File: config.mk
export PLATFORM = sky130hd
export DESIGN_NAME = clk_suspend_seq
export DESIGN_NICKNAME = d
export VERILOG_FILES = /design/src/rtl/clk_seq_pkg.sv /design/src/rtl/pd_req_filter.sv /design/src/rtl/grp_clk_gate.sv /design/src/rtl/suspend_fsm.sv /design/src/rtl/clk_suspend_seq.sv
export SDC_FILE = /design/constraint.sdc
export NUM_CORES = 1
export LEC_CHECK = 0
export ABC_AREA = 0
export BUFFER_PORTS_ARGS = -buffer_cell sky130_fd_sc_hd__buf_2
export CORE_MARGIN = 5
export CORE_UTILIZATION = 35
export CTS_CLUSTER_SIZE = 8
export DETAILED_ROUTE_END_ITERATION = 12
export GPL_TIMING_DRIVEN = 0
export PLACE_DENSITY = 0.59
export SLEW_MARGIN = 10
export SYNTH_ARGS = -nofsm -noshare
export SYNTH_HDL_FRONTEND = slang
export SYNTH_SLANG_ARGS = --single-unit
File: constraint.sdc
create_clock -name clk -period 6.4 [get_ports clk]
set_clock_uncertainty 0.1 [all_clocks]
set_input_delay 0.64 -clock clk [delete_from_list [all_inputs] [get_ports clk]]
set_output_delay 0.64 -clock clk [all_outputs]
set_load 0.005 [all_outputs]
File: src/rtl/clk_seq_pkg.sv
package clk_seq_pkg;

    localparam int NGRP = 7;

    localparam int G_CPU  = 0;
    localparam int G_P66  = 1;
    localparam int G_B66E = 2;
    localparam int G_B66  = 3;
    localparam int G_PCI  = 4;
    localparam int G_M48  = 5;
    localparam int G_REF  = 6;

    typedef logic [NGRP-1:0] grp_vec_t;

    localparam grp_vec_t M_CPU  = grp_vec_t'(1) << G_CPU;
    localparam grp_vec_t M_P66  = grp_vec_t'(1) << G_P66;
    localparam grp_vec_t M_B66E = grp_vec_t'(1) << G_B66E;
    localparam grp_vec_t M_B66  = grp_vec_t'(1) << G_B66;
    localparam grp_vec_t M_PCI  = grp_vec_t'(1) << G_PCI;
    localparam grp_vec_t M_M48  = grp_vec_t'(1) << G_M48;
    localparam grp_vec_t M_REF  = grp_vec_t'(1) << G_REF;

    localparam grp_vec_t M_NONE   = '0;
    localparam grp_vec_t M_ALL    = '1;
    localparam grp_vec_t M_EARLY  = M_CPU | M_P66 | M_B66E;
    // groups whose enable moves on a rising level edge (stop high)
    localparam grp_vec_t RISE_MASK = M_CPU;

    typedef enum logic [3:0] {
        S_RUN,
        S_E_PCI,
        S_E_BUF,
        S_E_CPU,
        S_E_M48,
        S_E_REF,
        S_OFF,
        S_X_LOCK,
        S_X_EARLY,
        S_X_WAIT,
        S_X_BUF,
        S_X_PCI,
        S_X_LAST
    } seq_state_e;

    typedef struct packed {
        seq_state_e nxt;
        grp_vec_t   clr;
        grp_vec_t   set;
    } step_t;

    function automatic logic is_exit(seq_state_e s);
        return (s == S_X_LOCK) || (s == S_X_EARLY) || (s == S_X_WAIT) ||
               (s == S_X_BUF)  || (s == S_X_PCI)   || (s == S_X_LAST);
    endfunction

    function automatic logic waits_settle(seq_state_e s);
        return (s == S_E_PCI) || (s == S_E_BUF) || (s == S_E_CPU) ||
               (s == S_E_M48) || (s == S_E_REF) || (s == S_X_EARLY) ||
               (s == S_X_BUF) || (s == S_X_PCI) || (s == S_X_LAST);
    endfunction

    // step taken once all enables have reached the wanted value
    function automatic step_t advance(seq_state_e s);
        step_t r;
        r = '{nxt: s, clr: M_NONE, set: M_NONE};
        case (s)
            S_E_PCI:   r = '{nxt: S_E_BUF,  clr: M_B66 | M_B66E, set: M_NONE};
            S_E_BUF:   r = '{nxt: S_E_CPU,  clr: M_CPU | M_P66,  set: M_NONE};
            S_E_CPU:   r = '{nxt: S_E_M48,  clr: M_M48,          set: M_NONE};
            S_E_M48:   r = '{nxt: S_E_REF,  clr: M_REF,          set: M_NONE};
            S_E_REF:   r = '{nxt: S_OFF,    clr: M_NONE,         set: M_NONE};
            S_X_EARLY: r = '{nxt: S_X_WAIT, clr: M_NONE,         set: M_NONE};
            S_X_BUF:   r = '{nxt: S_X_PCI,  clr: M_NONE,         set: M_PCI};
            S_X_PCI:   r = '{nxt: S_X_LAST, clr: M_NONE,         set: M_M48 | M_REF};
            S_X_LAST:  r = '{nxt: S_RUN,    clr: M_NONE,         set: M_NONE};
            default:   r = '{nxt: s,        clr: M_NONE,         set: M_NONE};
        endcase
        return r;
    endfunction

endpackage

File: src/rtl/pd_req_filter.sv
module pd_req_filter (
    input  logic clk,
    input  logic rst,
    input  logic pd_n,
    output logic req
);

    logic s0;

    always_ff @(posedge clk) begin
        if (rst) begin
            s0  <= 1'b1;
            req <= 1'b0;
        end else begin
            s0 <= pd_n;
            if (!pd_n && !s0) begin
                req <= 1'b1;
            end else if (pd_n && s0) begin
                req <= 1'b0;
            end
        end
    end

    // request asserts only after two low samples in a row
    p_filter_on_r1: assert property (@(posedge clk) disable iff (rst)
        $rose(req) |-> (!$past(pd_n) && !$past(s0)));

    // request clears only after two high samples in a row
    p_filter_off_r1: assert property (@(posedge clk) disable iff (rst)
        $fell(req) |-> ($past(pd_n) && $past(s0)));

endmodule

File: src/rtl/grp_clk_gate.sv
module grp_clk_gate #(
    parameter bit RISE = 1'b0
) (
    input  logic clk,
    input  logic rst,
    input  logic lvl,
    input  logic want,
    output logic en
);

    logic prev;
    logic safe_edge;

    always_comb begin
        if (RISE) begin
            safe_edge = !prev && lvl;
        end else begin
            safe_edge = prev && !lvl;
        end
    end

    always_ff @(posedge clk) begin
        if (rst) begin
            prev <= 1'b0;
            en   <= 1'b1;
        end else begin
            prev <= lvl;
            if (safe_edge) begin
                en <= want;
            end
        end
    end

    // the enable only moves right after the group's safe level edge
    p_edge_only_r3: assert property (@(posedge clk) disable iff (rst)
        (en != $past(en)) |-> (($past(prev) == !RISE) && ($past(lvl) == RISE)));

endmodule

File: src/rtl/suspend_fsm.sv
module suspend_fsm
    import clk_seq_pkg::*;
#(
    parameter int unsigned EXIT_TICKS = 1432
) (
    input  logic     clk,
    input  logic     rst,
    input  logic     req,
    input  logic     lock,
    input  logic     ref_tick,
    input  grp_vec_t en,
    output grp_vec_t want,
    output logic     pwr_down
);

    localparam int CW = (EXIT_TICKS > 1) ? $clog2(EXIT_TICKS) : 1;
    localparam logic [CW-1:0] LAST = CW'(EXIT_TICKS - 1);

    seq_state_e    st, st_n;
    grp_vec_t      want_n;
    logic [CW-1:0] cnt, cnt_n;
    logic          settled;
    step_t         adv;

    assign settled = (en == want);
    assign adv     = advance(st);

    always_comb begin
        st_n   = st;
        want_n = want;
        cnt_n  = cnt;
        if (req && ((st == S_RUN) || is_exit(st))) begin
            st_n   = S_E_PCI;
            want_n = want & ~M_PCI;
        end else if (waits_settle(st)) begin
            if (settled) begin
                st_n   = adv.nxt;
                want_n = (want & ~adv.clr) | adv.set;
                cnt_n  = '0;
            end
        end else begin
            case (st)
                S_OFF: begin
                    if (!req) begin
                        st_n = S_X_LOCK;
                    end
                end
                S_X_LOCK: begin
                    if (lock) begin
                        st_n   = S_X_EARLY;
                        want_n = want | M_EARLY;
                    end
                end
                S_X_WAIT: begin
                    if (ref_tick) begin
                        if (cnt == LAST) begin
                            st_n   = S_X_BUF;
                            want_n = want | M_B66;
                        end else begin
                            cnt_n = cnt + 1'b1;
                        end
                    end
                end
                default: begin
                    st_n = st;
                end
            endcase
        end
    end

    always_ff @(posedge clk) begin
        if (rst) begin
            st   <= S_RUN;
            want <= M_ALL;
            cnt  <= '0;
        end else begin
            st   <= st_n;
            want <= want_n;
            cnt  <= cnt_n;
        end
    end

    assign pwr_down = (st == S_OFF);

    // PLL and oscillator go down only with every group stopped
    p_pll_off_r2: assert property (@(posedge clk) disable iff (rst)
        pwr_down |-> (en == M_NONE));

    // no group is asked to run again unless lock was seen
    p_lock_gate_r5: assert property (@(posedge clk) disable iff (rst)
        ((want & ~$past(want)) != M_NONE) |-> $past(lock));

    // leaving the wait needs the full tick count
    p_exit_delay_r7: assert property (@(posedge clk) disable iff (rst)
        ((st == S_X_BUF) && ($past(st) == S_X_WAIT)) |->
            ($past(cnt) == LAST && $past(ref_tick)));

    // an accepted request never lets a group be released
    p_abort_r8: assert property (@(posedge clk) disable iff (rst)
        $past(req) |-> ((want & ~$past(want)) == M_NONE));

endmodule

File: src/rtl/clk_suspend_seq.sv
module clk_suspend_seq
    import clk_seq_pkg::*;
#(
    parameter int unsigned EXIT_TICKS = 1432
) (
    input  logic       clk,
    input  logic       rst,
    input  logic       pd_n,
    input  logic       pll_lock,
    input  logic       ref_tick,
    input  logic [6:0] grp_clk,
    output logic [6:0] grp_en,
    output logic       cpu_true_hold,
    output logic       cpu_comp_oe,
    output logic       pll_pd,
    output logic       osc_pd
);

    logic     req;
    logic     pwr_down;
    grp_vec_t want;
    grp_vec_t en;

    pd_req_filter u_filter (
        .clk  (clk),
        .rst  (rst),
        .pd_n (pd_n),
        .req  (req)
    );

    suspend_fsm #(
        .EXIT_TICKS (EXIT_TICKS)
    ) u_fsm (
        .clk      (clk),
        .rst      (rst),
        .req      (req),
        .lock     (pll_lock),
        .ref_tick (ref_tick),
        .en       (en),
        .want     (want),
        .pwr_down (pwr_down)
    );

    for (genvar g = 0; g < NGRP; g++) begin : g_gate
        grp_clk_gate #(
            .RISE (RISE_MASK[g])
        ) u_gate (
            .clk  (clk),
            .rst  (rst),
            .lvl  (grp_clk[g]),
            .want (want[g]),
            .en   (en[g])
        );
    end

    assign grp_en        = en;
    assign cpu_true_hold = !en[G_CPU];
    assign cpu_comp_oe   = en[G_CPU];
    assign pll_pd        = pwr_down;
    assign osc_pd        = pwr_down;

    // a stopped CPU group implies stopped buffered 66 MHz outputs
    p_chain_cpu_r2: assert property (@(posedge clk) disable iff (rst)
        !en[G_CPU] |-> !en[G_B66]);

    // stopped buffered outputs imply a stopped PCI group
    p_chain_buf_r2: assert property (@(posedge clk) disable iff (rst)
        !en[G_B66] |-> !en[G_PCI]);

endmodule

* After elaboration in Yosys (flattened, before gate mapping) *
Index checks and enable logic that the tools add are counted.

storage, ports and cells
  register bits = 38
  latch bits = 0
  bits in writable memories = 0
  bits in read-only memories = 0
  bits of input ports = 12
  memories kept = 0

cells by class
  add/sub/neg operators = 1
  multiply operators = 0
  div/mod/pow operators = 0
  order comparisons = 0
  eq/ne operators = 29
  shift operators = 0
  mux-type cells = 23
  bitwise operators = 4
  reductions and logical operators = 53

operators by type and width
  kind                                                 count
  one-hot mux 18 bit (9 select lines)                  1
  2-to-1 mux 11 bit                                    5
  2-to-1 mux 4 bit                                     7
  2-to-1 mux 7 bit                                     3
  equality test 4 bit, second input constant           5
  equality test 4 x 3 -> 1 bit, second input constant  4
  nonzero test 2 bit                                   8
  logical OR 1 bit                                     14
  one-hot mux 7 bit (2 select lines)                   1
  AND reduction 7 bit                                  2
  != test 4 bit, second input constant                 3
  one-hot mux 4 bit (3 select lines)                   1
  adder 11 x 1 -> 11 bit, second input constant        1
  equality test 11 bit, second input constant          1
  != test 11 x 1 -> 1 bit, second input constant       1
  logical AND 1 bit                                    10
  logical NOT 1 bit                                    10
  != test 10 x 1 -> 1 bit, second input constant       1
  AND reduction 5 bit                                  2
  != test 3 bit, second input constant                 3
  equality test 4 x 2 -> 1 bit, second input constant  2
  AND 7 bit                                            1
  equality test 7 bit                                  1
  inverter 7 bit                                       1
  18 further kinds                                     22

* Depth between registers and ports, before layout *
  word-level depth = 11
  gate-level depth with buffers = 7
  gate-level depth less buffers = 6

* Modules after synthesis *
From an unflattened synthesis, not the netlist that was laid out.

unflattened totals
  cell total of the unflattened synthesis = 242
  area, all modules = 2125.8 sq um

by module, submodules not included
  module           times used  cells each  area an instance (sq um)  seq. area each (sq um)
  suspend_fsm      1           182         1483.9                    440.4
  grp_clk_gate     7           7           77.6                      40.0
  pd_req_filter    1           8           80.1                      40.0
  clk_suspend_seq  1           3           18.8                      0.0

* Worst setup path before layout *
Ideal clock, no wire load.

  path type = register -> register
  from = register u_fsm.st[0]
  to = register u_fsm.cnt[6]
  setup time = 0.141 ns
  arrival = 1.766 ns
  data required time = 6.159 ns
  slack = 4.393 ns
  stages on the path, launching flop included = 8
  path buffers = 2
  path through = dfxtp_1 > or4_4 > o211ai_2 > buf_6 > a21oi_2 > buf_2 > o41ai_1 > a21oi_1

between the ends
  cells in the longest elaborated chain, start to end = 11
  elaborated cells between the ends (all ways) = 34

RTL lines
  what                                                                                 RTL line           source
  start, declared                                                                      suspend_fsm.sv:19  seq_state_e st, st_n;
  start signal, assigned                                                               suspend_fsm.sv:77  st <= st_n;
  equality test 4 x 1 -> 1 bit / equality test 4 x 2 -> 1 bit (equally long branches)  clk_seq_pkg.sv:57  return (s == S_E_PCI) || (s == S_E_BUF) || (s == S_E_CPU) ||
  logical OR 1 bit (3 in a row)                                                        clk_seq_pkg.sv:57
  logical OR 1 bit (3 in a row)                                                        clk_seq_pkg.sv:58  (s == S_E_M48) || (s == S_E_REF) || (s == S_X_EARLY) ||
  logical OR 1 bit (2 in a row)                                                        clk_seq_pkg.sv:59  (s == S_X_BUF) || (s == S_X_PCI) || (s == S_X_LAST);
  != test 2 x 1 -> 1 bit (no line) / nonzero test 2 bit (equally long branches)        --
  AND reduction 5 bit (no line)                                                        --
  end signal, assigned                                                                 suspend_fsm.sv:79  cnt <= cnt_n;
  end, declared                                                                        suspend_fsm.sv:21  logic [CW-1:0] cnt, cnt_n;

Several ways; a longest one is shown, not always the timed one.
A chain may end at the register's enable or synchronous reset.

* Worst setup path in the final report *
  from = register u_fsm.st[1]
  to = register u_fsm.cnt[0]

The elaborated chain is that of the path after synthesis.

==> metrics.txt <==
fin nets 292; Worst VDD drop 0.1490 mV; Final Setup Violations 0; Port-buffer cells 21; DRT iter0 DRCs 109; vias per cell 5.449; first-pass GRT wire length 8.997 mm; crit end category flip-flop; routed wl met3 257 um; crit-path cells buf_2, nor2_1, a211oi_1, nor2_1, o31ai_2, a21oi_1; wire length on met1 2.563 mm; Async SR Flop Fraction 0%; Avg Inst Size Synth 8.533 um2; crit path max fanout 10; Final ANT Viol Nets 0; ANT cells 0; initial antenna violation count 0; DR vias 1929; normalized max-slew margin 52.22%; Slew Limit Fails 0; DRC 0; Synth cell types 49; GRT Total Usage 14.86%; number of cells on the critical path 6; worst-margin pin slew 0.7124 ns; Final min period 2.450 ns; Initial Util 36.03%; total die area 7756 um2; final wirelength 5.237 mm; total number of yosys warnings 0; Worst EP arrival 2.49 ns; Synth Instances 250; prevailing post-synth register cell dfxtp_1; hold_ws 0.4007 ns; top sig layer met4; hold endpoint u_fsm.cnt[8]; CTS Root Cell clkbuf_8; Crit path buffers/inverters 1; worst skew pair latency 0.30 ns; CTS Buf Count 5; Final Hold Violating Endpoints 0; FMAX 408.2 MHz; clock transition at the registers of the reported paths 0.08 ns; Crit-path slowest cell o31ai_2; worst hold start u_fsm.cnt[8]; WL/cell 14.79 um; kind of critical path reg2reg; gpl congestion 0.8748; share of cells above drive strength 1 19.35%; Post-Syn Nets 264; power density cells 409.5 nW/um2; number of synthesized flops with an enable pin 0; Most common cell on crit path nor2_1; clk sink count 38; H-Tree Depth 2; Worst path max stage delay 0.70 ns; clk buf depth 2; grt ovf 0; Die Wd 88.07 um; RSZ-0062 raised after global routing no; Max Cap Viol 0; fin crit share 38.27%; # resized after CTS 0; TritonCTS clock tree yes; core area 5921 um2; CP delay by family, top compound AO/OA/AOI/OAI gates; Worst EP required 6.45 ns; Rows 28; register area share after synthesis 35.66%; R2R setup slack 3.95 ns; First-pass DRT Iterations 4; WL met2 2.365 mm; post-CTS setup buffers 0; vias in the first global route 1845; num ports 23; Critical R2R Capture u_fsm.cnt[0]; Setup WS post-layout 3.950 ns; Area Growth Syn to Fin 15.78%; r2r worst-path depth 6; largest net degree at the start of global routing 14; Worst Hold Class reg2reg; count of state elements after synthesis 38; worst r2r src u_fsm.st[1]; setup_tns 0 ns; cts hold-fix bufs 0; cell area after synthesis 2133 um2; Worst setup SP type flip-flop; hold path depth 2; DP Worst Slack 4.002 ns; filler instances 622; hpwl dp 3.828 mm; Pleak 0.9153 nW; Power, Total 1.011 mW; status completed; Die Y-Extent 88.07 um
-- sequential cells by signal (all words and copies together), names as in the netlist --
| register | flops |
|---|---|
| u_fsm.cnt | 11 |
| u_filter.s0 | 1 |
| u_filter.req | 1 |
| u_fsm.st | 4 |
| u_fsm.want | 7 |
| g_gate.u_gate.prev | 7 |
| g_gate.u_gate.en | 7 |
-- report_power, final --
group | leakage [nW] | internal (mW) | switching (mW)
Combinational | 0.536 | 0.160 | 0.303
Sequential | 0.311 | 0.268 | 0.0325
Clock | 0.0683 | 0.156 | 0.0920
Total | 0.915 | 0.584 | 0.428
-- kinds of logic (layout without fill, tap and decap cells) --
group / Yosys count / count (layout) / synth area share (%)
simple gates: 98 / 98 / 27.92
xor+xnor: 7 / 7 / 2.874
buf+inv: 32 / 61 / 7.801
fa+ha+maj: 2 / 2 / 1.173
mux: 4 / 4 / 1.877
flops: 38 / 38 / 35.66
compound gates: 69 / 69 / 22.70
-- synth_stat cells, types with 3 or more instances --
master / number / share of area [%]
a211o_1: 9 / 3.7
a21o_1: 3 / 1.1
a21oi_1: 21 / 4.9
and3_1: 4 / 1.2
buf_2: 7 / 1.6
buf_4: 8 / 2.8
clkbuf_1: 7 / 1.2
dfxtp_1: 38 / 36
inv_1: 9 / 1.6
mux2i_1: 4 / 1.9
nand2_1: 14 / 2.5
nand2b_1: 5 / 1.5
nand3_1: 9 / 2.1
nand4b_1: 7 / 2.9
nor2_1: 10 / 1.8
nor2b_1: 23 / 6.7
nor3_1: 5 / 1.2
o21ai_0: 9 / 2.1
o31ai_1: 3 / 1.1
o41ai_1: 8 / 3.3
or4_1: 4 / 1.4
xor2_1: 7 / 2.9
-- layer usage --
layer,up-vias,track usage [%]
met4,0,4.121
met2,45,23.22
met1,903,20.18
li1,975,-
met3,6,4.045
met5,-,0
-- through the flow --
stage	std cells	utilization (%)	instance area, um2
global route	354	41.72	2470
detailed placement	346	39.39	2332
CTS	354	41.72	2470
global placement	346	39.39	2332
finish	354	41.72	2470
floorplan	250	-	2133
-- worst min-delay path, stage by stage (launching register included) --
cell	delay, ns
dfxtp_1	0.34
o41ai_1	0.06
a21oi_1	0.05
-- final cells by class --
cell class	count	area, um2	area share [%]
sequential	38	760.7	30.80
tap	75	93.84	3.799
multi-input combinational	180	1206	48.83
clock buffer	5	68.82	2.786
inverter	9	33.78	1.368
buffer	23	132.6	5.370
clock inverter	3	68.82	2.786
timing repair buffer	21	105.1	4.255
-- cells in the final DEF, fill, tap and decap left out, types with 2 or more instances in the layout --
cell type / count
dfxtp_1: 38
buf_2: 28
nor2b_1: 23
a21oi_1: 21
nand2_1: 14
nor2_1: 10
inv_1: 9
o21ai_0: 9
nand3_1: 9
a211o_1: 9
o41ai_1: 8
buf_4: 8
clkbuf_1: 7
xor2_1: 7
nand4b_1: 7
nor3_1: 5
nand2b_1: 5
clkbuf_8: 5
or4_1: 4
mux2i_1: 4
and3_1: 4
o31ai_1: 3
a21o_1: 3
a211oi_1: 2
nand4bb_1: 2
nor4_1: 2
nand3b_1: 2
o211ai_1: 2
and2_1: 2
a31oi_1: 2
or2_2: 2
ha_1: 2
bufinv_16: 2
-- how the worst max path moves through the flow --
| stage | end | start | slack, ns |
|---|---|---|---|
| after global placement | u_fsm.cnt[8] | u_fsm.st[1] | 4.05 |
| after global routing | u_fsm.cnt[0] | u_fsm.st[1] | 3.82 |
| after detailed placement | u_fsm.cnt[4] | u_fsm.st[1] | 4.00 |
| after CTS | u_fsm.cnt[4] | u_fsm.st[1] | 3.97 |
| after floorplan | u_fsm.cnt[6] | u_fsm.st[0] | 4.39 |
| final | u_fsm.cnt[0] | u_fsm.st[1] | 3.95 |
No activity file was read; power rests on OpenSTA's default activity.
